**src/rtl/dcache_policy_pkg.sv**
```systemverilog
package dcache_policy_pkg;

    typedef enum logic [2:0] {
        ST_IDLE,
        ST_EVICT,
        ST_FILL_REQ,
        ST_FILL_WAIT,
        ST_BUS_REQ,
        ST_BUS_WAIT,
        ST_RESP
    } dc_state_e;

    // Path taken once a dirty victim has been pushed out
    typedef enum logic [1:0] {
        AFT_IDLE,
        AFT_FILL,
        AFT_BUS
    } dc_after_e;

endpackage

```
**src/rtl/dcache_tag_store.sv**
```systemverilog
module dcache_tag_store #(
    parameter int SETS = 16,
    parameter int WAYS = 4,
    parameter int TW   = 8,
    parameter int DW   = 32,
    parameter int IW   = $clog2(SETS),
    parameter int WW   = $clog2(WAYS)
) (
    input  logic                     clk,
    input  logic                     rst_n,
    input  logic [IW-1:0]            rd_set,
    output logic [WAYS-1:0]          rd_valid,
    output logic [WAYS-1:0]          rd_dirty,
    output logic [WAYS-1:0][TW-1:0]  rd_tag,
    output logic [WAYS-1:0][DW-1:0]  rd_data,
    output logic [WW-1:0]            rd_rr,
    input  logic                     wr_en,
    input  logic [IW-1:0]            wr_set,
    input  logic [WW-1:0]            wr_way,
    input  logic [TW-1:0]            wr_tag,
    input  logic [DW-1:0]            wr_data,
    input  logic                     wr_dirty,
    input  logic                     rr_adv
);

    logic [WAYS-1:0] valid_q [SETS];
    logic [WAYS-1:0] dirty_q [SETS];
    logic [WW-1:0]   rr_q    [SETS];
    logic [TW-1:0]   tag_q   [SETS][WAYS];
    logic [DW-1:0]   data_q  [SETS][WAYS];

    for (genvar w = 0; w < WAYS; w++) begin : g_rd
        assign rd_tag[w]  = tag_q[rd_set][w];
        assign rd_data[w] = data_q[rd_set][w];
    end
    assign rd_valid = valid_q[rd_set];
    assign rd_dirty = dirty_q[rd_set];
    assign rd_rr    = rr_q[rd_set];

    // State bits that must be known after reset
    always_ff @(posedge clk or negedge rst_n) begin
        if (!rst_n) begin
            for (int s = 0; s < SETS; s++) begin
                valid_q[s] <= '0;
                dirty_q[s] <= '0;
                rr_q[s]    <= '0;
            end
        end else begin
            if (wr_en) begin
                valid_q[wr_set][wr_way] <= 1'b1;
                dirty_q[wr_set][wr_way] <= wr_dirty;
            end
            if (wr_en && rr_adv) begin
                rr_q[wr_set] <= rr_q[wr_set] + WW'(1);
            end
        end
    end

    // Tag and data arrays need no reset
    always_ff @(posedge clk) begin
        if (wr_en) begin
            tag_q[wr_set][wr_way]  <= wr_tag;
            data_q[wr_set][wr_way] <= wr_data;
        end
    end

endmodule

```
**src/rtl/dcache_way_sel.sv**
```systemverilog
module dcache_way_sel #(
    parameter int WAYS = 4,
    parameter int TW   = 8,
    parameter int WW   = $clog2(WAYS)
) (
    input  logic [WAYS-1:0]          valid,
    input  logic [WAYS-1:0][TW-1:0]  tags,
    input  logic [TW-1:0]            look_tag,
    input  logic [WW-1:0]            rr,
    output logic                     hit,
    output logic [WW-1:0]            hit_way,
    output logic [WW-1:0]            vic_way,
    output logic                     vic_was_valid
);

    logic [WAYS-1:0] match;
    logic            any_inv;
    logic [WW-1:0]   inv_way;

    for (genvar w = 0; w < WAYS; w++) begin : g_cmp
        assign match[w] = valid[w] && (tags[w] == look_tag);
    end

    always_comb begin
        hit     = 1'b0;
        hit_way = '0;
        for (int w = 0; w < WAYS; w++) begin
            if (match[w] && !hit) begin
                hit     = 1'b1;
                hit_way = WW'(w);
            end
        end
        // Scan downwards so the lowest free way is the last one written
        any_inv = 1'b0;
        inv_way = '0;
        for (int w = WAYS - 1; w >= 0; w--) begin
            if (!valid[w]) begin
                any_inv = 1'b1;
                inv_way = WW'(w);
            end
        end
        vic_way       = any_inv ? inv_way : rr;
        vic_was_valid = !any_inv;
    end

endmodule

```
**src/rtl/dcache_policy_fsm.sv**
```systemverilog
module dcache_policy_fsm
    import dcache_policy_pkg::*;
#(
    parameter int AW   = 12,
    parameter int DW   = 32,
    parameter int IW   = 4,
    parameter int WAYS = 4,
    parameter int WW   = $clog2(WAYS),
    parameter int TW   = AW - IW
) (
    input  logic                     clk,
    input  logic                     rst_n,
    input  logic                     cache_en,
    input  logic                     req_valid,
    output logic                     req_ready,
    input  logic                     req_write,
    input  logic [AW-1:0]            req_addr,
    input  logic [DW-1:0]            req_wdata,
    input  logic                     req_cacheable,
    input  logic                     req_walloc,
    input  logic                     req_wthrough,
    output logic                     rsp_valid,
    output logic [DW-1:0]            rsp_rdata,
    output logic                     nl_req,
    output logic                     nl_we,
    output logic [AW-1:0]            nl_addr,
    output logic [DW-1:0]            nl_wdata,
    input  logic                     nl_gnt,
    input  logic                     nl_rvalid,
    input  logic [DW-1:0]            nl_rdata,
    input  logic                     ev_full,
    output logic                     ev_valid,
    output logic [AW-1:0]            ev_addr,
    output logic [DW-1:0]            ev_data,
    input  logic                     hit,
    input  logic [WW-1:0]            hit_way,
    input  logic [WW-1:0]            vic_way,
    input  logic                     vic_was_valid,
    input  logic [WAYS-1:0]          rd_dirty,
    input  logic [WAYS-1:0][TW-1:0]  rd_tag,
    input  logic [WAYS-1:0][DW-1:0]  rd_data,
    output logic                     wr_en,
    output logic [IW-1:0]            wr_set,
    output logic [WW-1:0]            wr_way,
    output logic [TW-1:0]            wr_tag,
    output logic [DW-1:0]            wr_data,
    output logic                     wr_dirty,
    output logic                     rr_adv
);

    dc_state_e      state_q, state_d;
    dc_after_e      after_q;
    logic           op_write;
    logic [AW-1:0]  op_addr;
    logic [DW-1:0]  op_wdata;
    logic [WW-1:0]  op_way;
    logic           op_vicv;
    logic [AW-1:0]  vic_addr_q;
    logic [DW-1:0]  vic_data_q;
    logic [DW-1:0]  rdata_q;

    logic lookup, needs_alloc, victim_dirty, accept;

    assign lookup       = req_cacheable && cache_en;
    assign needs_alloc  = lookup && !hit && (!req_write || req_walloc);
    assign victim_dirty = vic_was_valid && rd_dirty[vic_way];
    assign req_ready    = (state_q == ST_IDLE) && !(needs_alloc && ev_full);
    assign accept       = req_valid && req_ready;
    assign rsp_rdata    = rdata_q;

    // State register
    always_ff @(posedge clk or negedge rst_n) begin
        if (!rst_n) state_q <= ST_IDLE;
        else        state_q <= state_d;
    end

    // Transitions
    always_comb begin
        state_d = state_q;
        unique case (state_q)
            ST_IDLE: begin
                if (accept) begin
                    if (!lookup)
                        state_d = ST_BUS_REQ;
                    else if (hit)
                        state_d = !req_write ? ST_RESP
                                : (req_wthrough ? ST_BUS_REQ : ST_IDLE);
                    else if (!req_write)
                        state_d = victim_dirty ? ST_EVICT : ST_FILL_REQ;
                    else if (req_walloc)
                        state_d = victim_dirty ? ST_EVICT
                                : (req_wthrough ? ST_BUS_REQ : ST_IDLE);
                    else
                        state_d = ST_BUS_REQ;
                end
            end
            ST_EVICT: begin
                unique case (after_q)
                    AFT_FILL: state_d = ST_FILL_REQ;
                    AFT_BUS:  state_d = ST_BUS_REQ;
                    default:  state_d = ST_IDLE;
                endcase
            end
            ST_FILL_REQ:  if (nl_gnt)    state_d = ST_FILL_WAIT;
            ST_FILL_WAIT: if (nl_rvalid) state_d = ST_RESP;
            ST_BUS_REQ:   if (nl_gnt)    state_d = op_write ? ST_IDLE : ST_BUS_WAIT;
            ST_BUS_WAIT:  if (nl_rvalid) state_d = ST_RESP;
            ST_RESP:                     state_d = ST_IDLE;
            default:                     state_d = ST_IDLE;
        endcase
    end

    // Captured request, victim and read data
    always_ff @(posedge clk or negedge rst_n) begin
        if (!rst_n) begin
            after_q    <= AFT_IDLE;
            op_write   <= 1'b0;
            op_addr    <= '0;
            op_wdata   <= '0;
            op_way     <= '0;
            op_vicv    <= 1'b0;
            vic_addr_q <= '0;
            vic_data_q <= '0;
            rdata_q    <= '0;
        end else begin
            if (state_q == ST_IDLE && accept) begin
                op_write   <= req_write;
                op_addr    <= req_addr;
                op_wdata   <= req_wdata;
                op_way     <= vic_way;
                op_vicv    <= vic_was_valid;
                vic_addr_q <= {rd_tag[vic_way], req_addr[IW-1:0]};
                vic_data_q <= rd_data[vic_way];
                after_q    <= !req_write ? AFT_FILL
                            : (req_wthrough ? AFT_BUS : AFT_IDLE);
                if (lookup && hit && !req_write)
                    rdata_q <= rd_data[hit_way];
            end
            if ((state_q == ST_FILL_WAIT || state_q == ST_BUS_WAIT) && nl_rvalid)
                rdata_q <= nl_rdata;
        end
    end

    // Outputs
    always_comb begin
        rsp_valid = 1'b0;
        nl_req    = 1'b0;
        nl_we     = 1'b0;
        nl_addr   = '0;
        nl_wdata  = '0;
        ev_valid  = 1'b0;
        ev_addr   = '0;
        ev_data   = '0;
        wr_en     = 1'b0;
        wr_set    = op_addr[IW-1:0];
        wr_way    = op_way;
        wr_tag    = op_addr[AW-1:IW];
        wr_data   = nl_rdata;
        wr_dirty  = 1'b0;
        rr_adv    = 1'b0;
        unique case (state_q)
            ST_IDLE: begin
                if (accept && lookup && req_write && (hit || req_walloc)) begin
                    wr_en   = 1'b1;
                    wr_set  = req_addr[IW-1:0];
                    wr_tag  = req_addr[AW-1:IW];
                    wr_data = req_wdata;
                    if (hit) begin
                        wr_way   = hit_way;
                        wr_dirty = rd_dirty[hit_way] || !req_wthrough;
                    end else begin
                        wr_way   = vic_way;
                        wr_dirty = !req_wthrough;
                        rr_adv   = vic_was_valid;
                    end
                end
            end
            ST_EVICT: begin
                ev_valid = 1'b1;
                ev_addr  = vic_addr_q;
                ev_data  = vic_data_q;
            end
            ST_FILL_REQ: begin
                nl_req  = 1'b1;
                nl_addr = op_addr;
            end
            ST_FILL_WAIT: begin
                if (nl_rvalid) begin
                    wr_en  = 1'b1;
                    rr_adv = op_vicv;
                end
            end
            ST_BUS_REQ: begin
                nl_req   = 1'b1;
                nl_we    = op_write;
                nl_addr  = op_addr;
                nl_wdata = op_wdata;
            end
            ST_BUS_WAIT: begin
            end
            ST_RESP: rsp_valid = 1'b1;
            default: begin
            end
        endcase
    end

endmodule

```
**src/rtl/dcache_policy_ctrl.sv**
```systemverilog
module dcache_policy_ctrl #(
    parameter int AW   = 12,
    parameter int DW   = 32,
    parameter int SETS = 16,
    parameter int WAYS = 4
) (
    input  logic          clk,
    input  logic          rst_n,
    input  logic          cache_en,
    input  logic          req_valid,
    output logic          req_ready,
    input  logic          req_write,
    input  logic [AW-1:0] req_addr,
    input  logic [DW-1:0] req_wdata,
    input  logic          req_cacheable,
    input  logic          req_walloc,
    input  logic          req_wthrough,
    output logic          rsp_valid,
    output logic [DW-1:0] rsp_rdata,
    output logic          nl_req,
    output logic          nl_we,
    output logic [AW-1:0] nl_addr,
    output logic [DW-1:0] nl_wdata,
    input  logic          nl_gnt,
    input  logic          nl_rvalid,
    input  logic [DW-1:0] nl_rdata,
    input  logic          ev_full,
    output logic          ev_valid,
    output logic [AW-1:0] ev_addr,
    output logic [DW-1:0] ev_data
);

    localparam int IW = $clog2(SETS);
    localparam int WW = $clog2(WAYS);
    localparam int TW = AW - IW;

    logic [WAYS-1:0]          rd_valid, rd_dirty;
    logic [WAYS-1:0][TW-1:0]  rd_tag;
    logic [WAYS-1:0][DW-1:0]  rd_data;
    logic [WW-1:0]            rd_rr;
    logic                     hit, vic_was_valid;
    logic [WW-1:0]            hit_way, vic_way;
    logic                     wr_en, wr_dirty, rr_adv;
    logic [IW-1:0]            wr_set;
    logic [WW-1:0]            wr_way;
    logic [TW-1:0]            wr_tag;
    logic [DW-1:0]            wr_data;

    dcache_tag_store #(.SETS(SETS), .WAYS(WAYS), .TW(TW), .DW(DW), .IW(IW), .WW(WW)) u_store (
        .clk      (clk),
        .rst_n    (rst_n),
        .rd_set   (req_addr[IW-1:0]),
        .rd_valid (rd_valid),
        .rd_dirty (rd_dirty),
        .rd_tag   (rd_tag),
        .rd_data  (rd_data),
        .rd_rr    (rd_rr),
        .wr_en    (wr_en),
        .wr_set   (wr_set),
        .wr_way   (wr_way),
        .wr_tag   (wr_tag),
        .wr_data  (wr_data),
        .wr_dirty (wr_dirty),
        .rr_adv   (rr_adv)
    );

    dcache_way_sel #(.WAYS(WAYS), .TW(TW), .WW(WW)) u_sel (
        .valid         (rd_valid),
        .tags          (rd_tag),
        .look_tag      (req_addr[AW-1:IW]),
        .rr            (rd_rr),
        .hit           (hit),
        .hit_way       (hit_way),
        .vic_way       (vic_way),
        .vic_was_valid (vic_was_valid)
    );

    dcache_policy_fsm #(.AW(AW), .DW(DW), .IW(IW), .WAYS(WAYS), .WW(WW), .TW(TW)) u_fsm (
        .clk           (clk),
        .rst_n         (rst_n),
        .cache_en      (cache_en),
        .req_valid     (req_valid),
        .req_ready     (req_ready),
        .req_write     (req_write),
        .req_addr      (req_addr),
        .req_wdata     (req_wdata),
        .req_cacheable (req_cacheable),
        .req_walloc    (req_walloc),
        .req_wthrough  (req_wthrough),
        .rsp_valid     (rsp_valid),
        .rsp_rdata     (rsp_rdata),
        .nl_req        (nl_req),
        .nl_we         (nl_we),
        .nl_addr       (nl_addr),
        .nl_wdata      (nl_wdata),
        .nl_gnt        (nl_gnt),
        .nl_rvalid     (nl_rvalid),
        .nl_rdata      (nl_rdata),
        .ev_full       (ev_full),
        .ev_valid      (ev_valid),
        .ev_addr       (ev_addr),
        .ev_data       (ev_data),
        .hit           (hit),
        .hit_way       (hit_way),
        .vic_way       (vic_way),
        .vic_was_valid (vic_was_valid),
        .rd_dirty      (rd_dirty),
        .rd_tag        (rd_tag),
        .rd_data       (rd_data),
        .wr_en         (wr_en),
        .wr_set        (wr_set),
        .wr_way        (wr_way),
        .wr_tag        (wr_tag),
        .wr_data       (wr_data),
        .wr_dirty      (wr_dirty),
        .rr_adv        (rr_adv)
    );

endmodule

```
**config.mk**
```make
export PLATFORM = sky130hd
export DESIGN_NAME = dcache_policy_ctrl
export DESIGN_NICKNAME = d
export VERILOG_FILES = /design/src/rtl/dcache_policy_pkg.sv /design/src/rtl/dcache_tag_store.sv /design/src/rtl/dcache_way_sel.sv /design/src/rtl/dcache_policy_fsm.sv /design/src/rtl/dcache_policy_ctrl.sv
export SDC_FILE = /design/constraint.sdc
export NUM_CORES = 2
export LEC_CHECK = 0
export BUFFER_PORTS_ARGS = -buffer_cell sky130_fd_sc_hd__buf_2
export CAP_MARGIN = 20
export CORE_UTILIZATION = 45
export DETAILED_ROUTE_END_ITERATION = 8
export PLACE_DENSITY = 0.56
export RECOVER_POWER = 25
export SLEW_MARGIN = 15
export SYNTH_ARGS = -nofsm -noshare
export SYNTH_HDL_FRONTEND = slang
export SYNTH_HIERARCHICAL = 1
export SYNTH_SLANG_ARGS = --single-unit
```
**constraint.sdc**
```tcl
create_clock -name clk -period 8.5 [get_ports clk]
set_clock_uncertainty 0.15 [all_clocks]
set_input_delay 0.85 -clock clk [delete_from_list [all_inputs] [get_ports clk]]
set_output_delay 0.85 -clock clk [all_outputs]
set_load 0.02 [all_outputs]
```
# After elaboration in Yosys (flattened, before gate mapping)
# Memory sizes are Yosys's and may differ from the RTL's.
# Cells that the tools add are included.
# word_totals
reg_bits	289
ram_bits	2560
in_bits	87
out_inout_bits	125
wordCells	234
mem_count	2
# mem_list
name	depth	width	read_ports	rd_ports_with_merged_regs	write_ports	line_no	rtl
u_store.data_q	16	128	1	0	1	dcache_tag_store.sv:30	logic [DW-1:0] data_q [SETS][WAYS];
u_store.tag_q	16	32	1	0	1	dcache_tag_store.sv:29	logic [TW-1:0] tag_q [SETS][WAYS];
# classes
n_addsub	1
order_cmp	9
n_eq_ne	16
n_mux	100
bitwise	4
reduce_logical	44
# op_table
operator	n
$mux W32	11
$bmux W32 S2	2
$mux W128	1
$bwmux W64	1
$demux W32 S2	1
$or A64 B64 Y64	1
$mux W2	18
$mux W3	12
$bmux W4 S4	2
$bwmux W32	1
$eq A8 B8 Y1	4
$mux W8	4
$mux W4	7
$logic_and A1 B1 Y1	25
$mux W1	25
$mux W12	2
$bmux W2 S4	2
$bmux W8 S2	1
$demux W4 S4	1
$demux W8 S2	1
$pmux W3 S5	1
$ge A5 B5 Y1 const B	2
$not A4 Y5	2
$eq A3 B3 Y1 const B	3
other kinds (25)	44

# Logic depth before layout (Yosys ltp)
# logic_depth
ltp_word	34
mapped_depth	23
depth_no_buf	16

# By module
# Netlist, hierarchy kept.
# by_module_without_submodules
mod	instances	cells_each	area_each_um2	seq_area_each_um2
dcache_tag_store	1	4173	103488.0	80877.6
dcache_policy_fsm	1	646	8249.2	3128.0
dcache_way_sel	1	61	470.5	0.0

# Worst setup path after synthesis
# Ideal clock, no wire load.
# synth_path
path_type	in2reg
start	in req_addr[0]
end	reg u_store/dirty_q[0] (netlist bit)
setup_time_ns	0.126
arrival_ns	7.489
required_ns	8.224
setup_slack_ns	0.735
cell_stages	20
path_buffers	7
cell_sequence	buf_2 clkbuf_1 buf_2 mux4_2 mux4_2 xor2_1 nor4_2 nand4_1 nor2b_4 nand2_1 o311ai_2 nor3_2 buf_2 buf_4 mux2_1 or3b_2 clkbuf_1 clkbuf_1 nor2_1 mux2_2
# synth_rtl
element	line_no	rtl
start, declared	dcache_policy_ctrl.sv:13	input logic [AW-1:0] req_addr,
end signal, assigned by index	dcache_tag_store.sv:51	dirty_q[wr_set][wr_way] <= wr_dirty;
end, declared	dcache_tag_store.sv:27	logic [WAYS-1:0] dirty_q [SETS];

==> flow_metrics.tcl <==
set metrics [dict create \
    outcome "finished, violations left" \
    violations "max-capacitance violations, max-slew violations" \
    hold_class "input port to register" \
    die_area_sq_mm 0.251 \
    final_nets 5555 \
    worst_slew_pin_slew_ns 5.33 \
    fin_tns_setup_ns 0 \
    synthFlopType "edfxtp_1" \
    synth-seq-cells 2845 \
    wl_per_cell_um 34.3 \
    netlist_area_sq_mm 0.112 \
    clock_sinks 2845 \
    coreArea_sq_mm 0.247 \
    fillers 19200 \
    slew-limit-headroom -2.55 \
    cts_buffer_depth 4 \
    ys_warn_count 6 \
    synth-async-reset-ratio 0.100 \
    post_dp_cell_area_sq_mm 0.120 \
    rsz0062_at_grt "no" \
    drt_iter0_drc 5458 \
    grt.total_usage 0.250 \
    synth_area_leaders "edfxtp_1, mux4_2, dfrtp_1, mux2_2, mux2i_1" \
    power_density_mw_per_mm2 255 \
    path_class "input port to register" \
    cts_tree "built" \
    max_cap_viol_count 9 \
    drt-total-wl_um 310000 \
    synth.distinct_cells 58 \
    end_kind "register" \
    root_buffer "clkbuf_16" \
    vias 54500 \
    synth_edf_count 2560 \
    grt_pass1_vias 55400 \
    min_period_ns 7.46 \
    hpwlAfterDp_um 186000 \
    final_core_util 0.527 \
    ff2ff_setup_slack_ns 1.13 \
    start_kind "input port" \
    synth_top_area_cell "edfxtp_1" \
    dr.pass1.iters 5 \
    cp.required_ns 8.84 \
    layoutNonFillerInstCount 9025 \
    syn_nets 4967 \
    vdd_ir_drop_max_mv 0.212 \
    placedCellCount 8400 \
    synthCells 4880 \
    p_leak_nw 42.4 \
    design_area_sq_mm 0.130 \
    yosysTopAreaCellShare 0.685 \
    overflow 0 \
    numCtsBuffers 313 \
    die_h_um 501 \
    clk_pin_slew_ns 0.06 \
    antenna_left 0 \
    layout-drive-gt1-share 0.364 \
    grt_max_degree 133 \
    avgSynthCellArea_sq_um 23.0 \
    htreeDepth 5 \
    drv_slew 403 \
    start_util 0.455 \
    path_max_fanout 64 \
    io_pins 212 \
    grt_first_pass_wirelength_um 437000 \
    hold_violations 0 \
    drcViolationCount 0 \
    cts_resized 0 \
    die_x_um 501 \
    cp_data_arrival_time_ns 7.80 \
    final_cell_mix "edfxtp_1, mux4_2, clkbuf_16" \
    antenna_found_initial 11 \
    synthToLayoutAreaGrowth_pct 15.9 \
    setup_viol 0 \
    core.rowCount 182 \
    vias_per_cell 6.03 \
    power_mw 33.1 \
    synth_seq_area_share 0.749 \
    fmax_ghz 0.134 \
    final_min_period_over_clock_period 0.878 \
    final_common_cell "edfxtp_1" \
    io_buffers 211 \
    insertion_delay_ns 0.95 \
    place_congestion 0.854 \
]
==> cell families after synthesis <==
logic type,synth area share
buf+inv,0.0122
flops,0.749
compound gates,0.00706
xor+xnor,0.00293
simple gates,0.0188
mux,0.210
==> sequential cells by signal, indices dropped and copies added (netlist names) <==
register          count
u_fsm/vic_data_q     32
u_fsm/after_q         2
u_fsm/op_addr        12
u_store/dirty_q      64
u_fsm/op_vicv         1
u_store/tag_q       512
u_fsm/vic_addr_q      8
u_store/rr_q         32
u_store/valid_q      64
u_fsm/rsp_rdata      32
u_fsm/op_way          2
u_fsm/op_wdata       32
u_fsm/state_q         3
u_fsm/op_write        1
u_store/data_q     2048
==> Yosys cell counts, drive strengths merged (3+ instances only) <==
library cell  count
edfxtp         2560
mux4            899
dfrtp           285
mux2            232
buf             156
clkbuf          124
nor2             90
mux2i            71
or2              66
nand2            60
and3             46
and2             45
nor2b            38
a21oi            36
o21ai            35
a211oi           32
xnor2            25
nand3            13
nor3             10
xor2             10
nand4             6
inv               5
nor4              4
a21boi            3
nand2b            3
nand3b            3
==> where the power goes <==
part           switching (mW)  internal [mW]  total (mW)
sequential              0.219           16.0        16.2
combinational            2.36           1.21        3.57
clock                    5.46           7.84        13.3
total                    8.04           25.1        33.1
==> timing repair <==
item | 4_1_cts | 5_1_grt
endpoints found under the hold margin | 152 | 0
hold buffers | 64 | 0
buffers inserted | 0 | 0
==> per-stage QoR <==
step	setup WS, ns	hold slack [ns]
after floorplan	0.735	0.284
after global placement	0.776	0.295
after detailed placement	0.793	0.297
after CTS	1.76	0.0415
after global routing	0.748	0.101
final	1.04	0.125
==> layout make-up <==
type	count	area, sq um	area share
multi-input cells	1749	27300	0.210
diodes	9	22.5	0.000173
flip-flops and latches	2845	84000	0.646
repair buffers	553	4530	0.0349
well taps	3312	4140	0.0319
clock buffers	387	8340	0.0641
inverters	6	22.5	0.000173
clock inverters	164	1630	0.0125
==> per-layer routing <==
layer / GRT usage / up-vias / share of wire / wire, um
li1: - / 21900 / - / -
met1: 0.346 / 30200 / 0.41 / 128000
met2: 0.408 / 1918 / 0.49 / 153000
met3: 0.0369 / 434 / 0.058 / 17900
met4: 0.0826 / 6 / 0.036 / 11200
met5: 0 / - / 0.00013 / 40
==> worst max-delay path, stage by stage <==
cell and delay, ns:
buf_8 0.51, buf_12 0.29, buf_12 0.19, mux4_2 0.51
mux4_2 0.59, xnor2_1 0.21, nand4_1 0.18, nor3_1 0.31
clkbuf_1 0.30, nor2_1 0.08, nand2_1 0.27, o311ai_0 0.32
nor3_4 0.50, clkbuf_1 1.15, mux2_2 0.35, clkbuf_2 0.98
==> final timing paths <==
check                                                startpoint                         endpoint  cells past startpoint
worst max-delay path                                req_addr[0]  u_store/data_q[0][82]$_DFFE_PP_                     16
worst min-delay path                                     nl_gnt     u_fsm/state_q[0]$_DFFE_PN0P_                      3
worst max register to register     u_fsm/state_q[0]$_DFFE_PN0P_  u_store/dirty_q[51]$_DFFE_PN0P_                      9
worst min register to register  u_store/valid_q[14]$_DFFE_PN0P_  u_store/valid_q[14]$_DFFE_PN0P_                      1
max in group asynchronous                                 rst_n  u_store/valid_q[27]$_DFFE_PN0P_                      3
min in group asynchronous                                 rst_n     u_store/rr_q[14]$_DFFE_PN0P_                      2
Power figures use the tool's default switching activity.
